[config.mk]
export PLATFORM = sky130hd
export DESIGN_NAME = cfg_packet_parser
export DESIGN_NICKNAME = d
export VERILOG_FILES = /design/src/rtl/cfgp_pkg.sv /design/src/rtl/cfgp_hdr_decode.sv /design/src/rtl/cfgp_word_counter.sv /design/src/rtl/cfg_packet_parser.sv
export SDC_FILE = /design/constraint.sdc
export NUM_CORES = 1
export LEC_CHECK = 0
export BUFFER_PORTS_ARGS = -buffer_cell sky130_fd_sc_hd__buf_2
export CORE_ASPECT_RATIO = 0.8
export CORE_MARGIN = 2
export CORE_UTILIZATION = 45
export CTS_CLUSTER_SIZE = 8
export DETAILED_ROUTE_END_ITERATION = 8
export GPL_TIMING_DRIVEN = 0
export PLACE_DENSITY = 0.74
export SLEW_MARGIN = 20
export SYNTH_ARGS = -nofsm -noshare
export SYNTH_HDL_FRONTEND = slang
export SYNTH_SLANG_ARGS = --single-unit
[constraint.sdc]
create_clock -name clk -period 2.15 [get_ports clk]
set_input_delay 0.1075 -clock clk [delete_from_list [all_inputs] [get_ports clk]]
set_output_delay 0.1075 -clock clk [all_outputs]
set_load 0.005 [all_outputs]
[src/rtl/cfgp_pkg.sv]
package cfgp_pkg;

    localparam int WORD_W  = 32;
    localparam int ADDR_W  = 5;
    localparam int CNT_W   = 27;

    localparam logic [WORD_W-1:0] SYNC_WORD = 32'hAA995566;
    localparam logic [WORD_W-1:0] NOP_WORD  = 32'h20000000;

    typedef enum logic [1:0] {
        ST_HUNT = 2'd0,
        ST_HDR  = 2'd1,
        ST_DATA = 2'd2
    } pstate_t;

    typedef enum logic [1:0] {
        HK_NOP   = 2'd0,
        HK_SHORT = 2'd1,
        HK_BULK  = 2'd2,
        HK_BAD   = 2'd3
    } hkind_t;

    typedef struct packed {
        hkind_t            kind;
        logic [ADDR_W-1:0] addr;
        logic [CNT_W-1:0]  count;
    } hdr_t;

    // Classify one header word and pull out its fields.
    function automatic hdr_t decode_hdr(input logic [WORD_W-1:0] w);
        hdr_t h;
        h.addr  = w[17:13];
        h.count = '0;
        if (w == NOP_WORD) begin
            h.kind = HK_NOP;
        end else if (w[31:29] == 3'b001 && w[28:27] == 2'b10) begin
            h.kind  = HK_SHORT;
            h.count = CNT_W'(w[10:0]);
        end else if (w[31:29] == 3'b010) begin
            h.kind  = HK_BULK;
            h.count = w[26:0];
        end else begin
            h.kind = HK_BAD;
        end
        return h;
    endfunction

endpackage

[src/rtl/cfgp_hdr_decode.sv]
module cfgp_hdr_decode
    import cfgp_pkg::*;
(
    input  logic [WORD_W-1:0] word_i,
    output hdr_t              hdr_o
);
    always_comb hdr_o = decode_hdr(word_i);
endmodule

[src/rtl/cfgp_word_counter.sv]
module cfgp_word_counter #(
    parameter int CNT_W = 27
) (
    input  logic             clk,
    input  logic             rst,
    input  logic             load,
    input  logic [CNT_W-1:0] load_val,
    input  logic             dec,
    output logic [CNT_W-1:0] cnt,
    output logic             last
);
    localparam logic [CNT_W-1:0] ONE = CNT_W'(1);

    always_ff @(posedge clk) begin
        if (rst)                    cnt <= '0;
        else if (load)              cnt <= load_val;
        else if (dec && cnt != '0)  cnt <= cnt - ONE;
    end

    assign last = (cnt == ONE);

    // the count moves only on an accepted word
    p_hold_idle_r10: assert property (@(posedge clk) disable iff (rst)
        !load && !dec |=> $stable(cnt));
endmodule

[src/rtl/cfg_packet_parser.sv]
module cfg_packet_parser
    import cfgp_pkg::*;
#(
    parameter int          CMD_ADDR    = 4,
    parameter int          DESYNC_CODE = 13
) (
    input  logic        clk,
    input  logic        rst,
    input  logic        in_valid,
    input  logic [31:0] in_word,
    output logic        wr_valid,
    output logic [4:0]  wr_addr,
    output logic [31:0] wr_data,
    output logic        hdr_err,
    output logic        synced
);
    localparam logic [ADDR_W-1:0] CMD_A   = ADDR_W'(CMD_ADDR);
    localparam logic [WORD_W-1:0] DESYNC  = WORD_W'(DESYNC_CODE);

    pstate_t            state_q;
    logic [ADDR_W-1:0]  addr_q;
    logic               bulk_ok_q;

    hdr_t               hdr;
    logic [CNT_W-1:0]   cnt;
    logic               cnt_last;
    logic               in_hdr, in_data, desync_hit;
    logic               hdr_load, cnt_load, cnt_dec;
    logic [CNT_W-1:0]   cnt_val;

    cfgp_hdr_decode u_dec (
        .word_i (in_word),
        .hdr_o  (hdr)
    );

    assign in_hdr     = in_valid && state_q == ST_HDR;
    assign in_data    = in_valid && state_q == ST_DATA;
    assign desync_hit = in_data && addr_q == CMD_A && in_word == DESYNC;
    assign hdr_load   = in_hdr && (hdr.kind == HK_SHORT ||
                                   (hdr.kind == HK_BULK && bulk_ok_q));
    assign cnt_load   = hdr_load || desync_hit;
    assign cnt_val    = desync_hit ? '0 : hdr.count;
    assign cnt_dec    = in_data;

    cfgp_word_counter #(.CNT_W(CNT_W)) u_cnt (
        .clk      (clk),
        .rst      (rst),
        .load     (cnt_load),
        .load_val (cnt_val),
        .dec      (cnt_dec),
        .cnt      (cnt),
        .last     (cnt_last)
    );

    assign wr_valid = in_data;
    assign wr_addr  = addr_q;
    assign wr_data  = in_word;
    assign hdr_err  = in_hdr && (hdr.kind == HK_BAD ||
                                 (hdr.kind == HK_BULK && !bulk_ok_q));
    assign synced   = (state_q != ST_HUNT);

    always_ff @(posedge clk) begin
        if (rst) begin
            state_q   <= ST_HUNT;
            addr_q    <= '0;
            bulk_ok_q <= 1'b0;
        end else if (in_valid) begin
            unique case (state_q)
                ST_HUNT: begin
                    bulk_ok_q <= 1'b0;
                    if (in_word == SYNC_WORD) state_q <= ST_HDR;
                end
                ST_HDR: begin
                    bulk_ok_q <= 1'b0;
                    if (hdr.kind == HK_SHORT) begin
                        addr_q    <= hdr.addr;
                        bulk_ok_q <= (hdr.count == '0);
                        if (hdr.count != '0) state_q <= ST_DATA;
                    end else if (hdr_load && hdr.count != '0) begin
                        state_q <= ST_DATA;
                    end
                end
                ST_DATA: begin
                    bulk_ok_q <= 1'b0;
                    if (desync_hit)    state_q <= ST_HUNT;
                    else if (cnt_last) state_q <= ST_HDR;
                end
                default: state_q <= ST_HUNT;
            endcase
        end
    end

    // sync word seen while hunting gives synced next cycle
    p_sync_enter_r1: assert property (@(posedge clk) disable iff (rst)
        !synced && in_valid && in_word == SYNC_WORD |=> synced);
    // nothing written while unsynchronized
    p_quiet_hunt_r1: assert property (@(posedge clk) disable iff (rst)
        !synced |-> !wr_valid && !hdr_err);
    // an error word never also writes
    p_err_no_write_r8: assert property (@(posedge clk) disable iff (rst)
        hdr_err |-> !wr_valid);
    // the desync write drops synchronization
    p_desync_r7: assert property (@(posedge clk) disable iff (rst)
        wr_valid && wr_addr == CMD_A && wr_data == DESYNC |=> !synced);
    // payload count falls by one per data word
    p_count_dec_r6: assert property (@(posedge clk) disable iff (rst)
        in_data && !desync_hit && cnt > CNT_W'(1) |=> cnt == $past(cnt) - CNT_W'(1));
    // idle cycles leave the state alone
    p_idle_hold_r10: assert property (@(posedge clk) disable iff (rst)
        !in_valid |=> $stable(state_q) && $stable(addr_q));
endmodule

==> summary.md, run 1 <==
| Metric | Value |
|---|---|
| Count of final hold-check violations | `0` |
| CP max stage delay | `between 0.5 and 0.6 ns` |
| Via/cell ratio | `about 6.1` |
| Number of antenna diodes | `0` |
| Synthesized Nets | `approximately 360` |
| Critical path class | `register to register` |
| Sequential share of the synthesized area | `between 20% and 30%` |
| Die Wd | `87.2 µm` |
| CP Launch Type | `register` |
| Async SR Flop Fraction | `0%` |
| Final Util | `between 60% and 70%` |
| Number of remaining DRC errors | `0` |
| FILL cells | `480` |
| Post-synth EDFFs | `0` |
| RSZ-0062 raised after global routing | `true` |
| RePlAce Congestion | `about 0.94` |
| # port buffers | `between 70 and 80` |
| Post-route ant nets | `0` |
| Clk root buf | `clkbuf_8` |
| CTS buffer count | `5` |
| Mapped Area | `2490 µm²` |
| GRT Util Overall | `28.1%` |
| Clk_lat worst skew | `roughly 0.30 ns` |
| Tightest Pin Transition | `between 0.6 and 0.7 ns` |
| Vias in the first global route | `roughly 2.7k` |
| Max-cap violations | `0` |
| PD cells | `377 nW/µm²` |
| CTS H-tree lvls | `2` |
| Antenna violations before repair | `0` |
| Seq cells post-synth | `35` |
| Clock sinks | `35` |
| Leakage | `approximately 1.4 nW` |
| # setup viols final | `26` |
| Synth unique cells | `57` |
| Worst min path class | `primary input to register` |
| Cells after Synth | `327` |
| Max Clk Rate | `roughly 0.42 GHz` |
| Fin crit period | `between 2 and 2.5 ns` |
| CTS tree | `done` |
| Power, Total | `1.32 mW` |
| Critical Path Fanout Max | `7` |
| Num rows | `24` |
| I/O pin cnt | `75` |
| CP arrival | `around 2.6 ns` |
| Pre-antenna DRT Iters | `5` |
| CP max-delay cell | `or4_4` |
| Grt ovf | `0` |
| VDD IR max | `around 250 µV` |
| Initial Util | `roughly 46%` |
| Slew Limit Headroom | `around 56%` |
| Tcrit/Tclk final | `110%` |
| Drt wl/cell | `about 19 µm` |
| Worst EP required | `approximately 2.4 ns` |
| Synth warn | `0` |
| First-pass GRT wire length | `about 14000 µm` |
| Net count, final | `461` |
| Clk slew on worst S/H paths | `about 0.08 ns` |
| Via count | `between 2k and 3k` |
| Final WL | `roughly 9200 µm` |
| Area delta synth->final | `40.8%` |
| Worst Skew | `slightly below 0.01 ns` |
| DR iter-0 viols | `approximately 300` |
| CTS Buffer Depth | `2` |
| DIE AREA | `between 6000 and 7000 µm²` |
| Flop2flop setup slack | `-0.21 ns` |
| Status | `complete, but fails checks` |
| Critical path, cell by cell | `or4_4 -> or4_4 -> o21ai_4 -> buf_6 -> nor4_2 -> xnor2_1 -> a211oi_1` |
| Share of layout cells above drive strength 1 | `between 40% and 50%` |
| Register area | `approximately 720 µm²` |
| Largest net degree at the start of global routing | `11` |
| Pins Over Slew Limit | `0` |
| Setup ws final | `-0.210 ns` |
| DP Wirelength | `6140 µm` |
| CTS Hold Bufs | `0` |
| Avg Inst Size Synth | `7.62 µm²` |
| Worst setup EP type | `register` |
| Area of the multi-input gates | `around 1700 µm²` |
| Failing checks | `negative setup slack` |
| Main synth FF type | `dfxtp_1` |
| Core area | `around 5400 µm²` |
| Die Span Y | `between 70 and 80 µm` |
| Crit path top cell by count | `or4_4` |
## stage by stage
stage / TNS, ns / hold slack, ns / worst slack (ns) / cell area, µm² / instances
after detailed placement: -8.00 / 0.378 / -0.522 / 3010 / 466
after global placement: -7.47 / 0.387 / -0.492 / 3010 / 466
after CTS: -2.17 / 0.0843 / -0.170 / 3220 / 482
final: -3.14 / 0.0875 / -0.210 / 3510 / 490
after floorplan: -0.179 / 0.216 / -0.0861 / 2560 / 327
after global routing: -5.19 / 0.117 / -0.288 / 3510 / 490
## worst max-delay path: cells and delay by family, from the launching register on
kind | cells | cell delay, ns
AND/OR/NAND/NOR | 3 | 1.17
AO/OA/AOI/OAI | 2 | 0.49
flip-flops | 1 | 0.34
buffers and inverters | 1 | 0.16
XOR/XNOR | 1 | 0.14
## cell usage in the layout (no fill, tap or decap), drive strengths merged, types with 3 or more instances in the layout
| master | synthesis | routed |
|---|---|---|
| nor4 | 12 | 12 |
| or3 | 5 | 5 |
| xor2 | 3 | 3 |
| xnor2 | 6 | 6 |
| and3 | 3 | 3 |
| clkbuf | 10 | 15 |
| a211oi | 5 | 5 |
| a21oi | 14 | 14 |
| inv | 5 | 5 |
| nand3 | 12 | 12 |
| nand2 | 37 | 37 |
| nand3b | 5 | 5 |
| a31oi | 5 | 5 |
| o31ai | 3 | 3 |
| mux2i | 5 | 5 |
| o21ai | 15 | 15 |
| buf | 37 | 129 |
| o211ai | 6 | 6 |
| and2 | 3 | 3 |
| nor3 | 10 | 10 |
| nor2 | 35 | 35 |
| or4 | 9 | 9 |
| o311ai | 4 | 4 |
| nand2b | 4 | 4 |
| dfxtp | 35 | 35 |
| nand4 | 7 | 7 |
## synth_stat cells, types with 6 or more instances
library cell,count,area share [%]
nand2_1,36,5.4
dfxtp_1,35,28
nor2_1,35,5.3
buf_4,32,9.6
a21oi_1,14,2.8
o21ai_0,13,2.6
nand3_1,12,2.4
nor4_1,12,3.0
nor3_1,10,2.0
clkbuf_1,9,1.4
or4_1,8,2.4
nand4_1,7,1.8
o211ai_1,6,1.8
xnor2_1,6,2.1
## per-layer routing
| metal | vias up | track usage, % | wire, µm |
|---|---|---|---|
| li1 | 1370 | - | - |
| met4 | 0 | 8.38 | 201 |
| met5 | - | 0 | 0 |
| met1 | 1425 | 40.0 | 3800 |
| met3 | 22 | 7.35 | 944 |
| met2 | 178 | 41.9 | 4270 |
## power by group
part / internal [mW] / switching (mW)
clock: 0.228 / 0.262
sequential: 0.646 / 0.0000000000222
combinational: 0.0930 / 0.0946
total: 0.967 / 0.356
## cells by family (layout without fill, tap and decap cells)
| logic type | Yosys count | after routing | share of synthesized area [%] |
|---|---|---|---|
| and+or+nand+nor | 152 | 152 | 31.6 |
| AOI/OAI and AO/OA | 72 | 72 | 20.8 |
| buffers and inverters | 52 | 150 | 13.2 |
| DFF | 35 | 35 | 28.1 |
| xor gates and xnor gates | 9 | 9 | 3.16 |
| muxes | 5 | 5 | 2.01 |
| adders and majority gates | 2 | 2 | 1.00 |
## cell type report
| class | instances | share of cell area [%] |
|---|---|---|
| multi-input cells | 240 | 49.5 |
| flip-flops and latches | 35 | 20.4 |
| repair buffers | 94 | 15.8 |
| plain buffers | 43 | 9.09 |
| well taps | 65 | 2.32 |
| clock buffers | 7 | 2.18 |
| inverters | 5 | 0.606 |
| clock inverters | 1 | 0.143 |
## final timing paths
| check | from | endpoint | depth (start not counted) |
|---|---|---|---|
| worst max-delay path | u_cnt.cnt[10] | u_cnt.cnt[6] | 7 |
| worst min-delay path | in_word[4] | u_cnt.cnt[4] | 3 |
| worst max register to register | u_cnt.cnt[10] | u_cnt.cnt[6] | 7 |
| worst min register to register | u_cnt.cnt[26] | u_cnt.cnt[26] | 2 |
## flip-flops by register name, indices dropped and copies added, names as in the netlist
name,flops
bulk_ok_q,1
state_q,2
u_cnt.cnt,27
wr_addr,5
## timing repair
item,in CTS,in global routing
endpoints found under the setup margin,27,29
pin swaps,10,27
endpoints found under the hold margin,0,0
setup buffers,10,10
resized for setup,15,64
gates cloned,0,1
(Power assumes the default switching activity.)
==> run 2: changes to the inputs <==
--- a/config.mk
+++ b/config.mk
@@ -5,6 +5,7 @@
 export SDC_FILE = /design/constraint.sdc
 export NUM_CORES = 1
 export LEC_CHECK = 0
+export ABC_AREA = 1
 export BUFFER_PORTS_ARGS = -buffer_cell sky130_fd_sc_hd__buf_2
 export CORE_ASPECT_RATIO = 0.8
 export CORE_MARGIN = 2
@@ -12,7 +13,7 @@
 export CTS_CLUSTER_SIZE = 8
 export DETAILED_ROUTE_END_ITERATION = 8
 export GPL_TIMING_DRIVEN = 0
-export PLACE_DENSITY = 0.74
+export PLACE_DENSITY = 0.72
 export SLEW_MARGIN = 20
 export SYNTH_ARGS = -nofsm -noshare
 export SYNTH_HDL_FRONTEND = slang
==> summary.md, run 2 <==
| Metric | Value |
|---|---|
| Status | `finished, final reports clean` |
| Worst min path class | `primary input to register` |
| Cell taking the most area after synthesis | `dfxtp_1` |
| Synth warn | `0` |
| PD cells | `roughly 410 nW/µm²` |
| Pre-CTS WS | `around 0.056 ns` |
| CP Launch Type | `register` |
| Most frequent cells in the layout | `112 x nand2_1, 85 x nor2_1, 78 x buf_2` |
| Antenna violations before repair | `0` |
| Drt wl/cell | `about 14 µm` |
| Post-synth EDFFs | `0` |
| Slew Limit Headroom | `59.3%` |
| TNS Setup | `0 ns` |
| VDD IR max | `about 220 µV` |
| I/O pin cnt | `75` |
| Core area | `approximately 6500 µm²` |
| Initial Util | `between 40% and 50%` |
| Cells after Synth | `a little over 500` |
| CTS buffer count | `5` |
| Synth cell count leaders | `113 x nand2_1, 85 x nor2_1, 57 x inv_1, 37 x nand3_1, 35 x dfxtp_1` |
| Synthesized Nets | `between 500 and 600` |
| Via count | `approximately 3.6k` |
| Hold Crit Endpoint | `u_cnt.cnt[10]` |
| CTS Buffer Depth | `2` |
| Cell count of the worst reg-to-reg path | `9` |
| Max reg flops | `27` |
| Net count, final | `approximately 640` |
| Seq cells post-synth | `35` |
| CP arrival | `approximately 2.2 ns` |
| Grt ovf | `0` |
| Setup ws final | `0.166 ns` |
| Synth unique cells | `35` |
| GRT Util Overall | `a little over a quarter` |
| R2R Path Start | `u_cnt.cnt[0]` |
| Top-count cell post-synth | `nand2_1` |
| DIE AREA | `approximately 7500 µm²` |
| Pre-antenna DRT Iters | `5` |
| Largest net degree at the start of global routing | `13` |
| Post-route ant nets | `0` |
| Clk root buf | `clkbuf_8` |
| Critical Path Fanout Max | `9` |
| Hold Worst Slack | `0.0950 ns` |
| RSZ-0062 raised after global routing | `false` |
| Vias in the first global route | `~3.2k` |
| DR iter-0 viols | `342` |
| Hold path cells | `2` |
| Pins Over Slew Limit | `0` |
| Area delta synth->final | `20.0%` |
| Number of antenna diodes | `0` |
| CTS H-tree lvls | `2` |
| Tcrit/Tclk final | `92.3%` |
| Tightest Pin Transition | `just over 0.6 ns` |
| First-pass GRT wire length | `~16000 µm` |
| Critical path class | `register to register` |
| Share of the synthesized area in the top cell type | `roughly 23%` |
| Count of final hold-check violations | `0` |
| Synth top area cells | `dfxtp_1 23%, nand2_1 14%, nor2_1 10%` |
| CTS tree | `done` |
| Worst setup EP type | `register` |
| Max-cap violations | `0` |
| Hold path start | `rst` |
| Die Wd | `slightly below 100 µm` |
| # port buffers | `74` |
| Fin crit period | `1.98 ns` |
| FILL cells | `680` |
| Max Clk Rate | `between 0.5 and 0.6 GHz` |
| Die Span Y | `a little under 80 µm` |
| Clk slew on worst S/H paths | `about 0.08 ns` |
| # setup viols final | `0` |
| Sequential share of the synthesized area | `between 20 and 25%` |
| CTS Hold Bufs | `0` |
| DP Wirelength | `roughly 7700 µm` |
| Final Instance Count excl. Fillers | `~690` |
| Avg Inst Size Synth | `between 5 and 6 µm²` |
| Largest Register | `u_cnt.cnt` |
| Worst Skew | `0.0125 ns` |
| Final WL | `roughly 9900 µm` |
| Leakage | `between 1.5 and 2 nW` |
| RePlAce Congestion | `0.960` |
| Main synth FF type | `dfxtp_1` |
| RR Endpoint | `u_cnt.cnt[9]` |
| Mapped Area | `3070 µm²` |
| Number of remaining DRC errors | `0` |
| Flop2flop setup slack | `0.17 ns` |
| Commonest non-fill, non-tap cell in the layout | `nand2_1` |
| Clk_lat worst skew | `slightly above 0.3 ns` |
| Clock sinks | `35` |
| Via/cell ratio | `5.30` |
| Async SR Flop Fraction | `0%` |
| Worst EP required | `roughly 2.4 ns` |
| Num rows | `26` |
| Share of layout cells above drive strength 1 | `~25%` |
| Dpl cells | `676` |
run 2: cell count changes after synthesis, moves of 6 or more:
cell,delta
xor2_1,+6
or4_1,-8
nand3_1,+25
nand4_1,+8
a21oi_1,+19
a21oi_2,+8
nor4_1,-10
nor2_1,+50
inv_1,+52
o21ai_0,+21
nand2_1,+77
run 2: worst max-delay path: stages (launching register included):
cell,delay [ns]
dfxtp_1,0.42
inv_1,0.08
ha_1,0.24
nand2_1,0.16
nor2_4,0.07
nand3_1,0.08
o21ai_2,0.09
a21oi_2,0.44
o21ai_0,0.18
a21oi_1,0.14
run 2: final cells by class:
cell class / instances / area, µm² / area share (%)
multi-input cells: 375 / 1820 / 49.3
flip-flops and latches: 35 / 702 / 19.0
repair buffers: 77 / 393 / 10.7
plain buffers: 47 / 325 / 8.82
inverters: 61 / 231 / 6.28
well taps: 84 / 105 / 2.85
clock buffers: 5 / 68.8 / 1.87
clock inverters: 3 / 43.8 / 1.19
run 2: logic make-up after synthesis:
kind of cell    Yosys count  share of synthesized area, %
compound gates           86                          16.1
xor+xnor                 14                          3.99
fa+ha+maj                 2                         0.814
buf+inv                 108                          18.1
flops                    35                          22.8
simple gates            273                          38.2
run 2: how the worst max path moves through the flow:
| stage | endpoint | from | slack, ns | depth (start not counted) |
|---|---|---|---|---|
| final | u_cnt.cnt[9] | u_cnt.cnt[0] | 0.17 | 9 |
| after floorplan | u_cnt.cnt[0] | u_cnt.cnt[0] | 0.41 | 11 |
| after global routing | u_cnt.cnt[16] | state_q[1] | 0.01 | 14 |
| after detailed placement | u_cnt.cnt[2] | state_q[1] | 0.06 | 12 |
| after CTS | u_cnt.cnt[2] | state_q[1] | 0.03 | 12 |
| after global placement | u_cnt.cnt[12] | state_q[1] | 0.14 | 12 |
run 2: timing repair:
| item | CTS | global route |
|---|---|---|
| setup endpoints to repair | 0 | 24 |
| gates resized for setup | 0 | 4 |
| setup buffers | 0 | 3 |
run 2: where the power goes:
part / switching, mW / internal (mW) / total (mW)
logic: 0.125 / 0.0994 / 0.225
registers: 0.0000000540 / 0.647 / 0.647
clock network: 0.286 / 0.346 / 0.632
run 2: routing by layer:
metal,vias to the layer above,track usage [%],share of wire [%]
met1,1623,38.7,45
met3,17,7.48,11
li1,1805,-,-
met4,0,5.92,1.6
met5,-,0,0
met2,195,40.1,43
run 2: stage by stage:
| stage | utilization (%) | cell area, µm² | power, mW |
|---|---|---|---|
| final | 56.7 | 3690 | 1.50 |
| after floorplan | - | 3070 | 0.774 |
| after CTS | 56.3 | 3660 | 1.50 |
| after global routing | 56.7 | 3690 | 1.56 |
| after global placement | 54.5 | 3550 | 0.879 |
| after detailed placement | 54.5 | 3550 | 0.884 |
